[src/rtl/cfg_twowire_slave.sv]
module cfg_twowire_slave #(
  parameter int NUM_REGS = 8,
  parameter int MAX_XFER = 10,
  parameter logic [6:0] DEV_ADDR = 7'h69
) (
  input  logic                  clk,
  input  logic                  rst_n,
  input  logic                  scl_i,
  input  logic                  sda_i,
  output logic                  sda_oe,
  output logic [NUM_REGS*8-1:0] regs_o
);

  localparam int IDXW = $clog2(MAX_XFER + 1);
  localparam logic [IDXW-1:0] LAST_IDX = IDXW'(MAX_XFER);
  localparam logic [7:0] CNT_BYTE = 8'(NUM_REGS);
  localparam logic [7:0] WR_ADDR = {DEV_ADDR, 1'b0};
  localparam logic [7:0] RD_ADDR = {DEV_ADDR, 1'b1};

  typedef enum logic [2:0] {S_IDLE, S_RX, S_RXACK, S_TX, S_TXACK} state_t;
  typedef enum logic [1:0] {P_ADDR, P_CMD, P_CNT, P_DATA} phase_t;

  logic [1:0] scl_s, sda_s;
  logic       scl_q, sda_q;
  logic       scl_h, scl_rise, scl_fall, start_det, stop_det;

  state_t          state;
  phase_t          phase;
  logic [3:0]      bitcnt;
  logic [7:0]      shreg;
  logic            rw;
  logic            go;
  logic [IDXW-1:0] idx;
  logic [7:0]      regs [NUM_REGS];
  logic [7:0]      rd_byte;

  always_ff @(posedge clk or negedge rst_n) begin
    if (!rst_n) begin
      scl_s <= 2'b11;
      sda_s <= 2'b11;
      scl_q <= 1'b1;
      sda_q <= 1'b1;
    end else begin
      scl_s <= {scl_s[0], scl_i};
      sda_s <= {sda_s[0], sda_i};
      scl_q <= scl_s[1];
      sda_q <= sda_s[1];
    end
  end

  assign scl_h     = scl_s[1];
  assign scl_rise  = scl_h & ~scl_q;
  assign scl_fall  = ~scl_h & scl_q;
  assign start_det = scl_h & scl_q & sda_q & ~sda_s[1];
  assign stop_det  = scl_h & scl_q & ~sda_q & sda_s[1];

  always_comb begin
    rd_byte = '0;
    for (int i = 0; i < NUM_REGS; i++)
      if (idx == IDXW'(i)) rd_byte = regs[i];
  end

  always_ff @(posedge clk or negedge rst_n) begin
    if (!rst_n) begin
      state  <= S_IDLE;
      phase  <= P_ADDR;
      bitcnt <= '0;
      shreg  <= '0;
      rw     <= 1'b0;
      go     <= 1'b0;
      idx    <= '0;
      for (int i = 0; i < NUM_REGS; i++) regs[i] <= '0;
    end else if (start_det) begin
      state  <= S_RX;
      phase  <= P_ADDR;
      bitcnt <= '0;
      rw     <= 1'b0;
      go     <= 1'b0;
      idx    <= '0;
    end else if (stop_det) begin
      state <= S_IDLE;
      rw    <= 1'b0;
    end else begin
      unique case (state)
        S_IDLE: ;
        S_RX: begin
          if (scl_rise && bitcnt != 4'd8) begin
            shreg  <= {shreg[6:0], sda_s[1]};
            bitcnt <= bitcnt + 4'd1;
          end else if (scl_fall && bitcnt == 4'd8) begin
            unique case (phase)
              P_ADDR: begin
                if (shreg == WR_ADDR) begin
                  state <= S_RXACK;
                  phase <= P_CMD;
                end else if (shreg == RD_ADDR) begin
                  state <= S_RXACK;
                  rw    <= 1'b1;
                end else begin
                  state <= S_IDLE;
                end
              end
              P_CMD: begin
                state <= S_RXACK;
                phase <= P_CNT;
              end
              P_CNT: begin
                state <= S_RXACK;
                phase <= P_DATA;
                idx   <= '0;
              end
              P_DATA: begin
                if (idx != LAST_IDX) begin
                  state <= S_RXACK;
                  for (int i = 0; i < NUM_REGS; i++)
                    if (idx == IDXW'(i)) regs[i] <= shreg;
                  idx <= idx + 1'b1;
                end else begin
                  state <= S_IDLE;
                end
              end
            endcase
          end
        end
        S_RXACK: begin
          if (scl_fall) begin
            bitcnt <= '0;
            if (rw) begin
              state <= S_TX;
              shreg <= CNT_BYTE;
              idx   <= '0;
            end else begin
              state <= S_RX;
            end
          end
        end
        S_TX: begin
          if (scl_fall) begin
            if (bitcnt == 4'd7) begin
              state <= S_TXACK;
              go    <= 1'b0;
            end else begin
              shreg  <= {shreg[6:0], 1'b0};
              bitcnt <= bitcnt + 4'd1;
            end
          end
        end
        S_TXACK: begin
          if (scl_rise) begin
            if (sda_s[1]) state <= S_IDLE;
            else          go    <= 1'b1;
          end else if (scl_fall && go) begin
            if (idx == LAST_IDX) begin
              state <= S_IDLE;
            end else begin
              state  <= S_TX;
              shreg  <= rd_byte;
              idx    <= idx + 1'b1;
              bitcnt <= '0;
            end
          end
        end
        default: state <= S_IDLE;
      endcase
    end
  end

  assign sda_oe = (state == S_RXACK) | ((state == S_TX) & ~shreg[7]);

  for (genvar g = 0; g < NUM_REGS; g++) begin : g_out
    assign regs_o[g*8 +: 8] = regs[g];
  end

  p_reset_clear_r1: assert property (@(posedge clk) disable iff (!rst_n)
    $rose(rst_n) |-> (regs_o == '0 && !sda_oe));

  p_foreign_nack_r3: assert property (@(posedge clk) disable iff (!rst_n)
    (state == S_RX && phase == P_ADDR && bitcnt == 4'd8 && scl_fall &&
     shreg[7:1] != DEV_ADDR && !start_det && !stop_det)
    |=> (state == S_IDLE && !sda_oe));

  p_header_nowrite_r4: assert property (@(posedge clk) disable iff (!rst_n)
    (phase != P_DATA && $past(phase != P_DATA)) |-> $stable(regs_o));

  p_idx_bound_r5: assert property (@(posedge clk) disable iff (!rst_n)
    idx <= LAST_IDX);

  p_read_keeps_regs_r6: assert property (@(posedge clk) disable iff (!rst_n)
    (rw && $past(rw)) |-> $stable(regs_o));

  p_oe_scl_low_r9: assert property (@(posedge clk) disable iff (!rst_n)
    (!$stable(sda_oe) && !$past(start_det) && !$past(stop_det)) |-> !scl_q);

endmodule

[config.mk]
export PLATFORM = sky130hd
export DESIGN_NAME = cfg_twowire_slave
export DESIGN_NICKNAME = d
export VERILOG_FILES = /design/src/rtl/cfg_twowire_slave.sv
export SDC_FILE = /design/constraint.sdc
export NUM_CORES = 1
export LEC_CHECK = 0
export BUFFER_PORTS_ARGS = -buffer_cell sky130_fd_sc_hd__buf_2
export CAP_MARGIN = 20
export CORE_MARGIN = 1
export CORE_UTILIZATION = 35
export CTS_BUF_LIST = sky130_fd_sc_hd__clkbuf_16
export CTS_CLUSTER_DIAMETER = 150
export CTS_CLUSTER_SIZE = 30
export DETAILED_ROUTE_END_ITERATION = 10
export HOLD_SLACK_MARGIN = 0.15
export PLACE_DENSITY = 0.59
export SYNTH_ARGS = -nofsm -noshare
export SYNTH_HDL_FRONTEND = slang
export SYNTH_SLANG_ARGS = --single-unit
[constraint.sdc]
create_clock -name clk -period 2.4 [get_ports clk]
set_input_delay 0.12 -clock clk [delete_from_list [all_inputs] [get_ports clk]]
set_output_delay 0.12 -clock clk [all_outputs]
set_load 0.02 [all_outputs]
Yosys cells after proc, flatten, opt, wreduce, memory -nomap -nowiden
Cells that the tools add are included.

operators by class
  $add $sub $neg = 2
  bitwise gates (word level) = 17
  reduce and logical (&&, ||, !) cells = 33
  muxes and demuxes = 78
  equality and inequality tests = 57

operators with widths
  cell                                                 count
  2-to-1 mux 8 bit                                     16
  2-to-1 mux 4 bit                                     19
  AND reduction 8 bit                                  9
  != test 3 bit, second input constant                 17
  != test 4 bit, second input constant                 8
  case mux 8 bit (4 select lines)                      1
  2-to-1 mux 3 bit                                     10
  2-to-1 mux 2 bit                                     11
  AND reduction 11 bit                                 2
  equality test 4 x 3 -> 1 bit, second input constant  5
  != test 2 bit, second input constant                 10
  AND reduction 6 bit                                  3
  equality test 8 bit, second input constant           2
  case mux 4 bit (4 select lines)                      1
  case mux 3 bit (5 select lines)                      1
  nonzero test 3 bit                                   5
  2-to-1 mux 1 bit                                     14
  case mux 4 bit (3 select lines)                      1
  nonzero test 4 bit                                   3
  != test 5 bit, second input constant                 2
  case mux 3 bit (3 select lines)                      1
  AND reduction 9 bit                                  1
  adder 4 x 1 -> 4 bit, second input constant          2
  bitwise AND 1 bit                                    8
  other kinds (21)                                     35

word-level totals
  logic and storage cells = 206
  output and inout port bits = 65
  bits of input ports = 4
  register bits = 93

Depth between registers and ports, before layout
Gate-level depths: netlist of the first run.

  depth in word-level cells = 13
  mapped depth = 10
  mapped depth without buffers = 8

Least setup slack after synthesis of the first run
Ideal clock, no wire load.

  kind = register to register
  start = reg idx[0]
  end = reg shreg[7]
  arrival = 2.014 ns
  stages on the path, launching flop included = 11
  buffers on the path = 2
  data required time = 2.275 ns
  library setup time = 0.125 ns
  path slack = 0.261 ns
  clock period less this slack = 2.139 ns
  cells stage by stage = dfrtp_1 -> inv_1 -> ha_1 -> buf_2 -> nor2b_1 -> buf_2 -> a221oi_1 -> nor3_1 -> o221ai_1 -> o221ai_1 -> mux2_4

between the ends
  word-level cells in the longest chain between the ends = 13
  elaborated cells on any way between the ends = 23
  classes of those cells = eq/ne: 9; mux: 12; reduce/logical: 2

RTL lines
  element                          line  text
  from (decl)                      33    logic [IDXW-1:0] idx;
  from (signal assigned)           117   idx <= idx + 1'b1;
  from (signal assigned)           158   idx <= idx + 1'b1;
  zero test 4 bit                  60    if (idx == IDXW'(i)) rd_byte = regs[i];
  2-to-1 mux 8 bit (8 in series)   60
  2-to-1 mux 8 bit                 153   if (idx == LAST_IDX) begin
  2-to-1 mux 8 bit                 152   end else if (scl_fall && go) begin
  2-to-1 mux 8 bit                 149   if (scl_rise) begin
  case mux 8 bit (4 select lines)  84    unique case (state)
  to (signal assigned)             88    shreg <= {shreg[6:0], sda_s[1]};
  to (signal assigned)             143   shreg <= {shreg[6:0], 1'b0};
  to (signal assigned)             157   shreg <= rd_byte;
  to (decl)                        30    logic [7:0] shreg;

Several ways; a longest one is shown, not always the timed one. The select of a mux whose other input is x is not followed.
A chain may end at the register's enable or synchronous reset.

Worst setup path after layout of the first run
  start = reg idx[0]
  end = reg shreg[3]

Same word-level chain as after synthesis.

==> load_flow_metrics.sql, run 1 <==
INSERT INTO impl_metrics (metric_group, metric, value, unit) VALUES
('run_status', 'run_status', 'finished clean', ''),
('cts', 'clock-root-buffer', 'clkbuf_16', ''),
('grt', 'via_count_of_the_first_global_routing_pass', '3993', ''),
('routing', 'via_per_inst', '5.46', ''),
('sta', 'fmaxAchievable', '443', 'MHz'),
('layout', 'final_design_area_no_fill', '6120', 'µm²'),
('routing', 'wl_met2', '6110', 'µm'),
('critical_path', 'cp_max_fo', '8', ''),
('logic_synthesis', 'synthesis.nets', '472', ''),
('min_path', 'holdCritPathClass', 'input pin to async pin', ''),
('logic_synthesis', 'yosys_most_used_dff', 'dfrtp_1', ''),
('sta', 'final.setup_skew', '0.0104', 'ns'),
('routing', 'vias', '4026', ''),
('logic_synthesis', 'synthesis.area_per_instance', '10.9', 'µm²'),
('grt', 'grt_max_degree', '56', ''),
('sta', 'timing.hold.ws', '0.299', 'ns'),
('logic_synthesis', 'yosys.cell_types.count', '64', ''),
('cts', 'clk_transition_reported_paths', '0.07', 'ns'),
('floorplan', 'core_area', '13900', 'µm²'),
('layout', 'n_diodes', '0', ''),
('cts', 'max-clock-path-buffers', '2', ''),
('logic_synthesis', 'ys_warn_count', '0', ''),
('routing', 'route.met3.wl', '764', 'µm'),
('logic_synthesis', 'synth_area', '5000', 'µm²'),
('critical_path', 'crit_arrival', '2.49', 'ns'),
('floorplan', 'floorplan.die_area', '14800', 'µm²'),
('critical_path', 'critical_path.startpoint_type', 'flip-flop', ''),
('routing', 'wl_per_cell', '18.9', 'µm'),
('placement', 'gpl.final_weighted_congestion', '0.855', ''),
('sta', 'final_max_slew_viol_count', '0', ''),
('floorplan', 'chipHeight', '122', 'µm'),
('floorplan', 'initial_core_util', '0.359', ''),
('critical_path', 'timing.critical_path.to_type', 'flip-flop', ''),
('layout', 'layout.nets', '567', ''),
('grt', 'number_of_antenna_violations_at_the_first_check_in_global_routing', '0', ''),
('layout', 'fill_cells', '1311', ''),
('sta', 'max_slew.worst_pin.slew', '0.609', 'ns'),
('cts', 'total_clock_sinks', '93', ''),
('layout', 'finish.utilization', '0.439', ''),
('routing', 'drt_pre_antenna_iters', '4', ''),
('power_and_ir_drop', 'ir_worst_vdd', '0.000343', 'V'),
('routing', 'dr.first_iter.drc_count', '225', ''),
('sta', 'rsz_0062_raised_after_global_routing', 'no', ''),
('floorplan', 'io_pins', '69', ''),
('sta', 'setup_viol', '0', ''),
('routing', 'route.layer.met1.wl', '6750', 'µm'),
('layout', 'most-common-layout-cells', 'dfrtp_1, buf_2, mux2_2', ''),
('floorplan', 'std_cell_rows', '43', ''),
('logic_synthesis', 'synth_edf_count', '0', ''),
('sta', 'layout_min_cycle_time', '2.26', 'ns'),
('sta', 'min_period_over_period', '0.941', ''),
('sta', 'rel_slew_slack', '0.593', ''),
('cts', 'tritoncts', 'built', ''),
('sta', 'setup_tns', '0', 'ns'),
('grt', 'grt-ovfl-total', '0', ''),
('critical_path', 'critical_path_class', 'flip-flop to flip-flop', ''),
('layout', 'layout-drive-gt1-share', '0.380', ''),
('grt', 'grt_pass1_wl', '22600', 'µm'),
('logic_synthesis', 'netlist_instances', '458', ''),
('power_and_ir_drop', 'static_leakage', '3.05', 'nW'),
('critical_path', 'worst-endpoint-required', '2.63', 'ns'),
('logic_synthesis', 'synth_top_area_share', '0.435', ''),
('floorplan', 'fp.dieW', '122', 'µm'),
('logic_synthesis', 'synth_area_leaders', 'dfrtp_1, mux2_2, a22oi_1', ''),
('routing', 'route.detailed.drc', '0', ''),
('power_and_ir_drop', 'design_power_total', '4.08', 'mW'),
('logic_synthesis', 'asyncSetResetFlopFracSynth', '1.00', ''),
('flow_run', 'maximum_capacitance_violations', '0', ''),
('power_and_ir_drop', 'power-per-cell-area', '667', 'nW/µm²'),
('routing', 'top_layer_used', 'met4', ''),
('layout', 'synthToLayoutAreaGrowth', '22.3', '%'),
('layout', 'most_common_library_cell_in_the_layout_ignoring_fill_and_taps', 'dfrtp_1', ''),
('placement', 'instance_area_after_placement', '5770', 'µm²'),
('cts', 'number_of_buffers_added_by_the_clock_tree_synthesis_step', '9', ''),
('cts', 'clk-insertion-delay-late', '0.35', 'ns'),
('placement', 'portBuffers', '68', ''),
('grt', 'grt.total_usage', '0.203', ''),
('logic_synthesis', 'synth_largest_area_cell', 'dfrtp_1', ''),
('logic_synthesis', 'synth_seq_area_share', '0.466', ''),
('placement', 'post-dp-hpwl', '10500', 'µm'),
('logic_synthesis', 'postSynthRegisterBits', '93', ''),
('routing', 'drtAntennaViolNets', '0', ''),
('cts', 'htree_levels', '3', ''),
('sta', 'final_hold_viol_count', '0', ''),
('routing', 'detail_route.wirelength', '13900', 'µm');
[through the flow]
stage | instances | worst slack [ns]
after floorplan | 458 | 0.261
after global placement | 717 | 0.158
after detailed placement | 717 | 0.136
after CTS | 736 | 0.129
after global routing | 738 | 0.00481
final | 738 | 0.143
[cell families after synthesis]
family,count (synthesis),synth area share
compound gates,107,0.155
simple gates,106,0.121
flops,93,0.467
mux,78,0.178
buf+inv,61,0.0502
fa+ha+maj,10,0.0250
xor+xnor,3,0.00525
[critical path, stage by stage (launching register included)]
cell	delay, ns
dfrtp_1	0.39
inv_1	0.10
ha_1	0.22
buf_4	0.16
and3b_1	0.21
o21bai_1	0.13
a22oi_1	0.08
or3_4	0.40
buf_12	0.15
mux2_4	0.29
[layer usage]
layer  GRT usage  vias to the layer above
li1            -                     1875
met1       0.297                     2020
met2       0.288                      112
met3      0.0407                       19
met4      0.0910                        0
met5           0                        -
[sequential cells by signal, summed over array words and instances (netlist names)]
signal and flops:
bitcnt 4, go 1, idx 4, phase 2
regs_o 64, rw 1, scl_q 1, scl_s 2
sda_q 1, sda_s 2, shreg 8, state 3
[path summary, 6_finish.rpt]
path | from | end | slack, ns | cells after the start
worst max register to register | idx[0] | shreg[3] | 0.14 | 9
worst min-delay path | rst_n | state[2] | 0.30 | 2
worst min register to register | sda_s[0] | sda_s[1] | 0.36 | 0
max in group asynchronous | rst_n | regs_o[30] | 1.44 | 3
worst max-delay path | idx[0] | shreg[3] | 0.14 | 9
min in group clk | sda_s[0] | sda_s[1] | 0.36 | 0
[cell usage after synthesis (all sizes together) (11+ instances only)]
cell type,count
mux2,63
nand2,26
dfrtp,87
clkbuf,13
a22oi,22
a21oi,26
o21ai,11
nor2,18
inv,34
nor3,17
mux2i,15
buf,14
o221ai,13
[layout make-up]
| cell class | instances | area (µm²) | share of cell area |
|---|---|---|---|
| multi-input cells | 304 | 2430 | 0.397 |
| inverters | 34 | 128 | 0.0209 |
| flip-flops and latches | 93 | 2330 | 0.382 |
| clock buffers | 9 | 225 | 0.0368 |
| well taps | 180 | 225 | 0.0368 |
| clock inverters | 7 | 65.1 | 0.0106 |
| repair buffers | 111 | 711 | 0.116 |
[power by group]
| group | total [mW] | switching (mW) | internal, mW |
|---|---|---|---|
| Combinational | 0.863 | 0.452 | 0.412 |
| Sequential | 1.84 | 0.163 | 1.67 |
| Clock | 1.38 | 0.655 | 0.723 |
[timing repair]
action | CTS | global route
hold buffers | 3 | 0
gates resized for setup | 0 | 3
setup endpoints to repair | 0 | 9
hold endpoints to repair | 40 | 0
buffers inserted | 0 | 2
Note: power is estimated with default switching activity, not from simulation.
==> run 2: changes to the inputs <==
--- a/config.mk
+++ b/config.mk
@@ -5,6 +5,7 @@
 export SDC_FILE = /design/constraint.sdc
 export NUM_CORES = 1
 export LEC_CHECK = 0
+export ABC_AREA = 1
 export BUFFER_PORTS_ARGS = -buffer_cell sky130_fd_sc_hd__buf_2
 export CAP_MARGIN = 20
 export CORE_MARGIN = 1
==> load_flow_metrics.sql, run 2 <==
INSERT INTO impl_metrics (metric_group, metric, value, unit) VALUES
('sta', 'max_slew.worst_pin.slew', '0.617', 'ns'),
('run_status', 'run_status', 'finished clean', ''),
('critical_path', 'cp_max_fo', '16', ''),
('layout', 'n_diodes', '0', ''),
('critical_path', 'timing.critical_path.max_delay_family', 'simple AND/OR/NAND/NOR gates', ''),
('critical_path', 'critical_path.cell_chain', 'inv_1 -> ha_1 -> nand3b_1 -> inv_1 -> nor4_4 -> nand4_1 -> buf_4 -> nand2_1 -> o21ai_0', ''),
('flow_run', 'maximum_capacitance_violations', '0', ''),
('grt', 'via_count_of_the_first_global_routing_pass', '4468', ''),
('logic_synthesis', 'postSynthRegisterBits', '93', ''),
('layout', 'multiInputGateArea', '2190', 'µm²'),
('logic_synthesis', 'synth_area_leaders', 'dfrtp_1, nand2_1, o21ai_0', ''),
('power_and_ir_drop', 'static_leakage', '3.03', 'nW'),
('floorplan', 'chipHeight', '120', 'µm'),
('floorplan', 'core_area', '13400', 'µm²'),
('cts', 'cts_setup_buffers', '0', ''),
('sta', 'setup_viol', '0', ''),
('logic_synthesis', 'yosys.cell_types.count', '24', ''),
('placement', 'post-dp-hpwl', '10100', 'µm'),
('cts', 'total_clock_sinks', '93', ''),
('critical_path', 'cp.buffers_inverters', '3', ''),
('placement', 'gpl.final_weighted_congestion', '0.897', ''),
('routing', 'route.detailed.drc', '0', ''),
('layout', 'most_common_library_cell_in_the_layout_ignoring_fill_and_taps', 'nand2_1', ''),
('logic_synthesis', 'synth_area', '4870', 'µm²'),
('sta', 'setup_tns', '0', 'ns'),
('layout', 'layout-drive-gt1-share', '0.160', ''),
('layout', 'synthToLayoutAreaGrowth', '20.7', '%'),
('logic_synthesis', 'ys_warn_count', '0', ''),
('critical_path', 'worst_path_largest_cell_delay', '0.43', 'ns'),
('layout', 'layout.nets', '754', ''),
('logic_synthesis', 'yosys_most_used_dff', 'dfrtp_1', ''),
('cts', 'clock-root-buffer', 'clkbuf_16', ''),
('logic_synthesis', 'synthesis.area_per_instance', '7.47', 'µm²'),
('cts', 'max-clock-path-buffers', '2', ''),
('logic_synthesis', 'asyncSetResetFlopFracSynth', '1.00', ''),
('layout', 'most-common-layout-cells', 'nand2_1, o21ai_0, dfrtp_1', ''),
('routing', 'via_per_inst', '5.07', ''),
('cts', 'number_of_buffers_added_by_the_clock_tree_synthesis_step', '9', ''),
('logic_synthesis', 'netlist_instances', '653', ''),
('cts', 'htree_levels', '3', ''),
('floorplan', 'fp.dieW', '120', 'µm'),
('sta', 'final_hold_viol_count', '0', ''),
('grt', 'grt-ovfl-total', '0', ''),
('logic_synthesis', 'synth_edf_count', '0', ''),
('power_and_ir_drop', 'power-per-cell-area', '717', 'nW/µm²'),
('cts', 'clk-insertion-delay-late', '0.36', 'ns'),
('logic_synthesis', 'synth_top_area_share', '0.447', ''),
('placement', 'portBuffers', '68', ''),
('sta', 'min_period_over_period', '0.888', ''),
('routing', 'vias', '4665', ''),
('routing', 'wl_per_cell', '15.1', 'µm'),
('critical_path', 'timing.critical_path.to_type', 'flip-flop', ''),
('floorplan', 'io_pins', '69', ''),
('sta', 'rsz_0062_raised_after_global_routing', 'no', ''),
('routing', 'dr.first_iter.drc_count', '452', ''),
('routing', 'drt_pre_antenna_iters', '4', ''),
('cts', 'tritoncts', 'built', ''),
('logic_synthesis', 'synthesis.nets', '667', ''),
('logic_synthesis', 'synth_common_cells', 'nand2_1, o21ai_0, dfrtp_1', ''),
('floorplan', 'initial_core_util', '0.364', ''),
('logic_synthesis', 'synth_seq_area_share', '0.479', ''),
('grt', 'grt_max_degree', '50', ''),
('critical_path', 'critical_path_class', 'flip-flop to flip-flop', ''),
('floorplan', 'std_cell_rows', '42', ''),
('layout', 'largest_reg_flops', '64', ''),
('power_and_ir_drop', 'ir_worst_vdd', '0.000353', 'V'),
('routing', 'detail_route.wirelength', '13900', 'µm'),
('routing', 'drtAntennaViolNets', '0', ''),
('grt', 'grt.total_usage', '0.209', ''),
('sta', 'fmaxAchievable', '469', 'MHz'),
('critical_path', 'worst_path_most_repeated_cell', 'inv_1', ''),
('critical_path', 'crit_arrival', '2.35', 'ns'),
('layout', 'seqCellArea', '2330', 'µm²'),
('sta', 'layout_min_cycle_time', '2.13', 'ns'),
('grt', 'number_of_antenna_violations_at_the_first_check_in_global_routing', '0', ''),
('logic_synthesis', 'synth.most_common_cell', 'nand2_1', ''),
('cts', 'clk_transition_reported_paths', '0.07', 'ns'),
('placement', 'placed_cells', '902', ''),
('critical_path', 'critical_path.startpoint_type', 'flip-flop', ''),
('logic_synthesis', 'synth_largest_area_cell', 'dfrtp_1', ''),
('floorplan', 'floorplan.die_area', '14400', 'µm²'),
('grt', 'grt_pass1_wl', '23000', 'µm'),
('critical_path', 'worst-endpoint-required', '2.62', 'ns'),
('sta', 'final.setup_skew', '0.00952', 'ns'),
('min_path', 'holdCritPathClass', 'input pin to async pin', ''),
('sta', 'final_max_slew_viol_count', '0', ''),
('critical_path', 'cpMaxStageDelayCell', 'dfrtp_1', ''),
('sta', 'rel_slew_slack', '0.589', ''),
('layout', 'fill_cells', '1382', ''),
('layout', 'layout.cells.non_filler', '920', '');
## run 2: cell count changes in the layout (fill, tap and decap cells not counted), sizes merged, moves of 22 or more
| cell | change |
|---|---|
| o21ai | +91 |
| nor2 | +68 |
| mux2 | -63 |
| inv | +35 |
| nand2 | +142 |
| a22oi | -22 |
| nand3 | +36 |
## run 2: power by group
part,internal [mW],switching (mW)
combinational,0.292,0.694
sequential,1.70,0.117
clock,0.801,0.620
## run 2: cells by family (layout without fill, tap and decap cells)
kind of cell	after synthesis	in the layout	synth area share
AO/OA/AOI/OAI	122	122	0.127
XOR/XNOR	4	4	0.00719
adder cells (fa/ha/maj)	10	10	0.0257
buffers and inverters	92	183	0.0721
flip-flops	93	93	0.479
AND/OR/NAND/NOR	332	332	0.289
## run 2: final cells by class
| cell class | instances | area share |
|---|---|---|
| Inverter | 71 | 0.0453 |
| Tap cell | 176 | 0.0374 |
| Sequential cell | 93 | 0.397 |
| Clock inverter | 6 | 0.0108 |
| Clock buffer | 9 | 0.0383 |
| Multi-Input combinational cell | 468 | 0.372 |
| Timing Repair Buffer | 97 | 0.0987 |
## run 2: repair_timing
item                       in CTS  in global routing
hold endpoints to repair       50                  0
setup endpoints to repair       0                 15
resized for setup               0                  1
hold buffers                    3                  0
## run 2: worst paths after layout
check	to	slack [ns]	startpoint	cells after the start
min in group clk	sda_s[1]	0.36	sda_s[0]	0
setup reg to reg	regs_o[60]	0.27	idx[0]	9
max in group asynchronous	scl_q	1.34	rst_n	3
setup / recovery	regs_o[60]	0.27	idx[0]	9
hold reg to reg	sda_s[1]	0.36	sda_s[0]	0
hold / removal	regs_o[39]	0.33	rst_n	2
## run 2: routing by layer
metal,routed length (µm),vias up,global-route usage
met5,0,-,0
met4,270,0,0.0867
met3,715,18,0.0352
met2,6360,136,0.317
met1,6590,2220,0.294
li1,-,2291,-
## run 2: per-stage QoR
step	hold slack [ns]	area (µm²)	total power, mW	utilization	setup slack (ns)
3_5_place_dp	0.181	5560	2.82	0.415	0.123
5_1_grt	0.360	5880	4.46	0.439	0.0210
4_1_cts	0.351	5880	4.25	0.439	0.0972
3_3_place_gp	0.175	5560	2.81	0.415	0.314
2_1_floorplan	-0.176	4870	2.37	-	0.439
6_report	0.330	5880	4.22	0.439	0.269
